==> src/rtl/cc_pkg.sv <==
package cc_pkg;
  localparam int CC_W  = 4;
  localparam int SEL_W = $clog2(CC_W);

  typedef logic [CC_W-1:0] cc_code_t;

  // normal encodings, bits [3:0] = pnz, nz, neg, nov
  localparam cc_code_t CC_ZERO = 4'b0001;
  localparam cc_code_t CC_POS  = 4'b1101;
  localparam cc_code_t CC_NEG  = 4'b0111;
  localparam cc_code_t CC_OVF  = 4'b0000;
  // encodings while the next branch is reversed
  localparam cc_code_t CCR_ZERO = 4'b1110;
  localparam cc_code_t CCR_POS  = 4'b0010;
  localparam cc_code_t CCR_NEG  = 4'b1000;
  localparam cc_code_t CCR_OVF  = 4'b0001;

  typedef enum logic [SEL_W-1:0] {
    SEL_PNZ = 2'd0,
    SEL_NZ  = 2'd1,
    SEL_NEG = 2'd2,
    SEL_NOV = 2'd3
  } br_sel_e;

  typedef struct packed {
    cc_code_t code;
    logic     rev;
  } cc_state_t;
endpackage

==> src/rtl/cc_classify.sv <==
module cc_classify
  import cc_pkg::*;
#(
  parameter int DATA_W = 16
) (
  input  logic [DATA_W-1:0] val,
  input  logic              ovf_in,
  output cc_code_t          code
);
  localparam int TOP = DATA_W - 1;
  localparam int NXT = DATA_W - 2;

  logic ovf;
  logic is_zero;

  assign ovf     = ovf_in | (val[TOP] ^ val[NXT]);
  assign is_zero = ~|val;

  always_comb begin
    if (ovf)            code = CC_OVF;
    else if (is_zero)   code = CC_ZERO;
    else if (val[TOP])  code = CC_NEG;
    else                code = CC_POS;
  end
endmodule

==> src/rtl/cc_flip.sv <==
module cc_flip
  import cc_pkg::*;
(
  input  cc_code_t code_in,
  input  logic     to_normal,
  output cc_code_t code_out
);
  always_comb begin
    code_out = code_in;
    if (!to_normal) begin
      case (code_in)
        CC_ZERO: code_out = CCR_ZERO;
        CC_POS:  code_out = CCR_POS;
        CC_NEG:  code_out = CCR_NEG;
        CC_OVF:  code_out = CCR_OVF;
        default: code_out = code_in;
      endcase
    end else begin
      case (code_in)
        CCR_ZERO: code_out = CC_ZERO;
        CCR_POS:  code_out = CC_POS;
        CCR_NEG:  code_out = CC_NEG;
        CCR_OVF:  code_out = CC_OVF;
        default:  code_out = code_in;
      endcase
    end
  end
endmodule

==> src/rtl/cc_branch_eval.sv <==
module cc_branch_eval
  import cc_pkg::*;
(
  input  logic             clk,
  input  logic             rst,
  input  logic             br_en,
  input  logic [SEL_W-1:0] br_sel,
  input  cc_code_t         code,
  output logic             br_taken
);
  // reorder so that select value i addresses answer bit CC_W-1-i
  logic [CC_W-1:0] by_sel;

  genvar gi;
  generate
    for (gi = 0; gi < CC_W; gi++) begin : g_order
      assign by_sel[gi] = code[CC_W-1-gi];
    end
  endgenerate

  always_ff @(posedge clk) begin
    if (rst) br_taken <= 1'b0;
    else     br_taken <= br_en & by_sel[br_sel];
  end

  assert_idle_low_R3: assert property (@(posedge clk) disable iff (rst)
    !br_en |=> !br_taken);
endmodule

==> src/rtl/cc_rev_branch_unit.sv <==
module cc_rev_branch_unit
  import cc_pkg::*;
#(
  parameter int DATA_W = 16
) (
  input  logic              clk,
  input  logic              rst,
  input  logic [DATA_W-1:0] res_val,
  input  logic              res_ovf,
  input  logic              upd_en,
  input  logic              rev_cmd,
  input  logic              br_en,
  input  logic [1:0]        br_sel,
  input  logic              save_en,
  input  logic              restore_en,
  output logic              br_taken
);
  cc_code_t  code_q;
  logic      rev_q;
  cc_state_t save_q;
  cc_code_t  cls_code;
  cc_code_t  flip_code;

  cc_classify #(.DATA_W(DATA_W)) u_cls (
    .val    (res_val),
    .ovf_in (res_ovf),
    .code   (cls_code)
  );

  cc_flip u_flip (
    .code_in   (code_q),
    .to_normal (rev_q),
    .code_out  (flip_code)
  );

  cc_branch_eval u_br (
    .clk      (clk),
    .rst      (rst),
    .br_en    (br_en),
    .br_sel   (br_sel),
    .code     (code_q),
    .br_taken (br_taken)
  );

  // save register: captures state held before this cycle's change
  always_ff @(posedge clk) begin
    if (rst)          save_q <= '{code: CC_ZERO, rev: 1'b0};
    else if (save_en) save_q <= '{code: code_q, rev: rev_q};
  end

  // code register: restore > branch > reverse > update
  always_ff @(posedge clk) begin
    if (rst) begin
      code_q <= CC_ZERO;
      rev_q  <= 1'b0;
    end else if (restore_en) begin
      code_q <= save_q.code;
      rev_q  <= save_q.rev;
    end else if (br_en) begin
      if (rev_q) begin
        code_q <= flip_code;
        rev_q  <= 1'b0;
      end
    end else if (rev_cmd) begin
      if (!rev_q) begin
        code_q <= flip_code;
        rev_q  <= 1'b1;
      end
    end else if (upd_en && !rev_q) begin
      code_q <= cls_code;
    end
  end

  assert_legal_normal_R2: assert property (@(posedge clk) disable iff (rst)
    !rev_q |-> (code_q == CC_ZERO || code_q == CC_POS ||
                code_q == CC_NEG  || code_q == CC_OVF));

  assert_legal_reversed_R4: assert property (@(posedge clk) disable iff (rst)
    rev_q |-> (code_q == CCR_ZERO || code_q == CCR_POS ||
               code_q == CCR_NEG  || code_q == CCR_OVF));

  assert_update_locked_R5: assert property (@(posedge clk) disable iff (rst)
    (rev_q && upd_en && !restore_en && !br_en) |=> $stable(code_q));

  assert_branch_consumes_R6: assert property (@(posedge clk) disable iff (rst)
    (br_en && !restore_en) |=> !rev_q);

  assert_reversal_holds_R7: assert property (@(posedge clk) disable iff (rst)
    (rev_q && !br_en && !restore_en) |=> (rev_q && $stable(code_q)));

  assert_restore_loads_R8: assert property (@(posedge clk) disable iff (rst)
    restore_en |=> (code_q == $past(save_q.code) && rev_q == $past(save_q.rev)));
endmodule

==> config.mk <==
export PLATFORM = sky130hd
export DESIGN_NAME = cc_rev_branch_unit
export DESIGN_NICKNAME = d
export VERILOG_FILES = /design/src/rtl/cc_pkg.sv /design/src/rtl/cc_classify.sv /design/src/rtl/cc_flip.sv /design/src/rtl/cc_branch_eval.sv /design/src/rtl/cc_rev_branch_unit.sv
export SDC_FILE = /design/constraint.sdc
export NUM_CORES = 1
export LEC_CHECK = 0
export BUFFER_PORTS_ARGS = -buffer_cell sky130_fd_sc_hd__buf_4
export CAP_MARGIN = 10
export CELL_PAD_IN_SITES_DETAIL_PLACEMENT = 0
export CELL_PAD_IN_SITES_GLOBAL_PLACEMENT = 1
export CORE_MARGIN = 5
export CORE_UTILIZATION = 38
export CTS_CLUSTER_DIAMETER = 60
export CTS_CLUSTER_SIZE = 28
export DETAILED_ROUTE_END_ITERATION = 10
export GPL_TIMING_DRIVEN = 0
export PLACE_DENSITY_LB_ADDON = 0.1
export SETUP_SLACK_MARGIN = 0.1
export SLEW_MARGIN = 20
export SYNTH_ARGS = -nofsm -noshare
export SYNTH_HDL_FRONTEND = slang
export SYNTH_SLANG_ARGS = --single-unit
==> constraint.sdc <==
create_clock -name clk -period 2.2 [get_ports clk]
set_input_delay 0.22 -clock clk [delete_from_list [all_inputs] [get_ports clk]]
set_output_delay 0.22 -clock clk [all_outputs]
set_load 0.02 [all_outputs]
# --- After elaboration in Yosys (flattened, before gate mapping) ---
# Cells that the tools add are included.
classes:
  magnitude_cmp: 1
  n_eq_ne: 8
  n_mux: 17
  bitwise_logic: 3
  n_reduce_logical: 7
ops:
  columns: ["operator", "n"]
  rows:
  - ["4-bit two-way mux", 10]
  - ["4-bit case mux with 4 select lines", 2]
  - ["16-bit OR reduction", 1]
  - ["4-bit == test, second input constant", 3]
  - ["4-bit by 1-bit == test with 1-bit output, second input constant", 1]
  - ["4-bit by 2-bit == test with 1-bit output, second input constant", 1]
  - ["4-bit by 3-bit == test with 1-bit output, second input constant", 1]
  - ["4-bit zero test", 1]
  - ["1-bit two-way mux", 4]
  - ["4-bit != test, second input constant", 1]
  - ["4-bit nonzero test", 1]
  - ["2-bit by 3-bit less-than comparator with 1-bit output, second input constant", 1]
  - ["3-bit by 1-bit != test with 1-bit output, second input constant", 1]
  - ["3-bit AND reduction", 1]
  - ["3-bit nonzero test", 1]
  - ["1-bit binary-select mux with 2-bit select", 1]
  - ["1-bit bitwise AND", 1]
  - ["1-bit logical AND", 1]
  - ["1-bit zero test", 1]
  - ["1-bit bitwise OR", 1]
  - ["1-bit bitwise XOR", 1]
totals:
  regBits: 11
  input_bits: 26
  output_inout_bits: 1
  elab_cells: 41

# --- Logic depth before layout (Yosys ltp) ---
logic_depth:
  depth_word: 7
  ltp_mapped: 6
  depth_no_buf: 6

# --- Cells and area by module ---
# From an unflattened synthesis, not the netlist that was laid out.
hier_totals:
  cells_unflattened: 115
  hier_area_um2: 1033.5
by_module_without_submodules:
  columns: ["module", "instances", "cells_per_inst", "area_each_um2", "seq_area_each_um2"]
  rows:
  - ["cc_rev_branch_unit", 1, 53, 529.3, 200.2]
  - ["cc_flip", 1, 47, 355.3, 0.0]
  - ["cc_classify", 1, 12, 97.6, 0.0]
  - ["cc_branch_eval", 1, 3, 51.3, 20.0]

# --- Worst setup path before layout ---
# Ideal clock, no wire load.
synth_timing:
  kind: "register to register"
  startpoint: "register code_q[3]"
  endpoint: "register code_q[0]"
  setup_time_ps: 122
  t_arrival_ps: 1263
  required_ps: 2078
  slack_ps: 815
  path_stages_with_launch: 6
  path_buffers: 1
  synth_period_minus_slack_ps: 1385
  path_cell_list: "dfxtp_1 buf_6 or4b_1 o311a_1 a311oi_2 o21ai_1"
synth_between:
  elab_chain_cells: 7
  word_cells_on_any_way: 15
  cone_classes: "eq/ne (6); mux (8); reduce/logical (1)"
synth_rtl:
  columns: ["element", "line_no", "rtl"]
  rows:
  - ["start, declared", "cc_rev_branch_unit.sv:18", "cc_code_t code_q;"]
  - ["start signal, assigned", "cc_rev_branch_unit.sv:57", "code_q <= save_q.code;"]
  - ["start signal, assigned", "cc_rev_branch_unit.sv:61", "code_q <= flip_code;"]
  - ["start signal, assigned", "cc_rev_branch_unit.sv:66", "code_q <= flip_code;"]
  - ["4-bit by 3-bit == test with 1-bit output (tied with other cells)", "cc_flip.sv:11", "case (code_in)"]
  - ["4-bit case mux with 4 select lines, on equally long branches", "cc_flip.sv:11, cc_flip.sv:19", null]
  - ["4-bit two-way mux *", "cc_flip.sv:10", "if (!to_normal) begin"]
  - ["4-bit two-way mux", "cc_rev_branch_unit.sv:65", "if (!rev_q) begin"]
  - ["4-bit two-way mux", "cc_rev_branch_unit.sv:64", "end else if (rev_cmd) begin"]
  - ["4-bit two-way mux *", "cc_rev_branch_unit.sv:59", "end else if (br_en) begin"]
  - ["4-bit two-way mux *", "cc_rev_branch_unit.sv:56", "end else if (restore_en) begin"]
# Mark *: on every way between the ends. The rest lies on a longest branch, timed or not. The select of a mux whose other input is x is not followed.
# A chain may end at the register's enable or synchronous reset.

# --- Final worst setup path ---
# Ends and elaborated chain as after synthesis.

==> flow_summary_export.csv <==
group,metric,value,unit
power,p_clk_frac,0.264,
synthesis,syn_nets,130,
synthesis,synth_compound_area_frac,0.320,
timing,worstMarginPinSlew,0.553,ns
floorplan,initial_core_util,0.389,
synthesis,synth.avg_cell_area,8.11,um2
clocking,path_clk_slew,0.08,ns
clocking,ctsResizeCount,0,
power,p_leak,0.465,nW
global_route,grt_pass1_wl,3770,um
worst_setup_path,reg2reg_setup_slack,0.70,ns
route,via_per_inst,5.59,
worst_hold_path,min_from,"rst",
placed_design,gp_congestion,0.790,
worst_setup_path,required,2.35,ns
floorplan,core,2150,um2
synthesis,synth_xor_area_frac,0,
timing,fin_skew,0.00535,ns
route,vias,895,
worst_setup_path,slowest_delay,0.46,ns
worst_setup_path,critPathKind,"reg -> reg",
route,initialDrtViolationCount,19,
timing,period_needed,1.50,ns
timing,layout_worst_path_cycle_share,0.683,
power,ir_worst_vdd,0.432,mV
global_route,grt-ovfl-total,0,
worst_setup_path,cp_max_fo,10,
timing,fmaxAchievable,665,MHz
synthesis,synthCells,103,
route,drt_pass1_iterations,4,
route,wl_per_cell,14.2,um
worst_setup_path,start_kind,"flip-flop",
clocking,htreeDepth,1,
synthesis,netlist_area,836,um2
synthesis,synth_top_family_by_area,"compound AO/OA/AOI/OAI gates",
clocking,cts_tree,"yes",
worst_setup_path,critPathBufInv,1,
final_layout,num-fill-cells,225,
synthesis,synth_warnings,0,
worst_setup_path,cp-startpoint,"code_q[3]$_SDFFE_PP0P_",
route,wl,2270,um
clocking,cts-buffers-inserted,3,
run,maxCapViolCount,0,
global_route,grt_start_max_net_pins,11,
clocking,cts.path.max_buffers,2,
timing,setup_viol,0,
clocking,postCtsSetupRepairBufs,0,
floorplan,die-area,3240,um2
worst_setup_path,worstPathArrival,1.66,ns
final_layout,regArea,220,um2
timing,rsz0062_at_grt,"no",
floorplan,die_y,56.9,um
timing,maxSlewHeadroom,0.629,
worst_setup_path,worst_path_max_delay_cell,"or4b_1",
worst_setup_path,cp_cell_sequence,"buf_6, or4b_1, o311a_1, a311oi_2, o21ai_1",
power,swShare,0.314,
clocking,postCtsHoldBufs,0,
power,cell_internal_pwr,0.366,mW
timing,finalSetupTns,0,ns
floorplan,rows,17,
power,total_power,0.533,mW
synthesis,synthMuxAreaShare,0.0734,
power,power_frac_comb,0.324,
worst_setup_path,r2r-start,"code_q[3]$_SDFFE_PP0P_",
synthesis,synth-edff-count,0,
timing,report.final.slew_viol_count,0,
synthesis,async_flop_share,0,
floorplan,num_io_pins,27,
outcome,outcome,"complete, no violations",
power,power_switching,0.167,mW
global_route,grt_pass1_vias,816,
route,final_antenna_net_count,0,
clocking,clock_sinks,11,
synthesis,synth_adder_area_share,0.0150,
global_route,grt_use_total,0.140,
synthesis,synthSimpleGateAreaFrac,0.222,
worst_setup_path,crit_family,"compound AO/OA/AOI/OAI gates",
synthesis,synth_ff_type,"dfxtp_1",
final_layout,final_nets,160,
placed_design,port_buffers,25,
power,p_per_area,490,nW/um2
clocking,clk_latency,0.27,ns
clocking,cts-root-buf,"clkbuf_4",
route,drc,0,
global_route,antenna_found_initial,0,
synthesis,yosys_register_bits,11,
final_layout,area_delta_synth_final,29.9,%
worst_hold_path,min_path_type,"in -> reg",
worst_setup_path,cp-end-kind,"flip-flop",
placed_design,hpwl,1740,um
final_layout,multi_input_area,527,um2
floorplan,fp.dieW,56.9,um
synthesis,ys_types,46,
final_layout,antennaDiodeCount,0,
synthesis,ys_seq_area_frac,0.263,
power,power_frac_seq,0.411,
final_layout,drive_gt1_frac,0.318,
timing,hold_viol_final,0,
[synth_stat cells (2+ instances only)]
| cell | n | area, um2 |
|---|---|---|
| a32oi_1 | 2 | 17.5 |
| nor2_1 | 8 | 30.0 |
| o21ai_1 | 2 | 10.0 |
| buf_4 | 4 | 30.0 |
| buf_2 | 2 | 10.0 |
| mux2i_1 | 5 | 50.1 |
| nor2b_1 | 2 | 12.5 |
| a31oi_1 | 3 | 18.8 |
| nor3b_1 | 2 | 15.0 |
| nand2_1 | 6 | 22.5 |
| o21ai_0 | 2 | 10.0 |
| nand3_1 | 4 | 20.0 |
| o221ai_1 | 4 | 35.0 |
| nor4_1 | 2 | 12.5 |
| dfxtp_1 | 11 | 220 |
| o211ai_1 | 2 | 15.0 |
| a21oi_1 | 4 | 20.0 |
| nor3_1 | 2 | 10.0 |
| o311ai_1 | 2 | 17.5 |
| inv_1 | 6 | 22.5 |
| o31ai_1 | 3 | 22.5 |
[per-stage QoR]
step,setup WS (ns),hold slack (ns),util,std cells,cell area [um2]
global route,0.623,0.157,0.506,160,1090
CTS,0.689,0.154,0.506,160,1090
global placement,0.700,0.444,0.493,156,1060
finish,0.697,0.164,0.506,160,1090
detailed placement,0.719,0.450,0.493,156,1060
floorplan,0.815,0.292,-,103,836
[power by group through the flow]
stage / Sequential (mW) / Combinational (mW) / Clock, mW
floorplan: 0.222 / 0.108 / 0
global placement: 0.223 / 0.171 / 0
detailed placement: 0.224 / 0.172 / 0
CTS: 0.219 / 0.173 / 0.149
global route: 0.220 / 0.189 / 0.160
finish: 0.219 / 0.173 / 0.141
[flip-flops by register name, indices dropped and copies added, names as in the netlist]
signal	flops
u_br.br_taken	1
code_q	4
save_q	5
rev_q	1
[routing by layer]
layer	wire length, um	up-vias	GRT usage
met5	0	-	0
met4	0	0	0.00993
met3	121	0	0.0437
met2	1060	24	0.237
met1	1090	412	0.183
li1	-	459	-
[area by class of cell]
cell class / count / share of cell area
Clock inverter: 1 / 0.00461
Tap cell: 28 / 0.0323
Inverter: 7 / 0.0242
Timing Repair Buffer: 25 / 0.173
Buffer: 9 / 0.0576
Multi-Input combinational cell: 76 / 0.485
Sequential cell: 11 / 0.203
Clock buffer: 3 / 0.0207
[final timing paths]
path	end	depth (start not counted)
worst max register to register	code_q[0]$_SDFFE_PP1P_	5
worst min-delay path	rev_q$_SDFFE_PP0P_	2
worst min register to register	save_q[1]$_SDFFE_PP1P_	2
worst max-delay path	code_q[0]$_SDFFE_PP1P_	5
[cell usage in the layout, fill, tap and decap left out, drive strengths merged, types with 2 or more instances in the layout]
master  count
buf        32
o221ai      4
nor3        3
o311ai      2
inv         7
mux2i       5
nand3       4
nor3b       2
clkbuf      5
o31ai       3
a31oi       3
a311oi      2
nor2        8
o21ai       4
a21oi       4
a32oi       2
dfxtp      11
nor2b       2
nand2       6
nor4        2
o211ai      2
[kinds of logic (layout without fill, tap and decap cells)]
kind of cell               count (synthesis)  after routing
AOI/OAI and AO/OA                         35             35
muxes                                      6              6
adders and majority gates                  1              1
and+or+nand+nor                           34             34
DFF                                       11             11
buffers and inverters                     16             45
(Power assumes the default switching activity.)
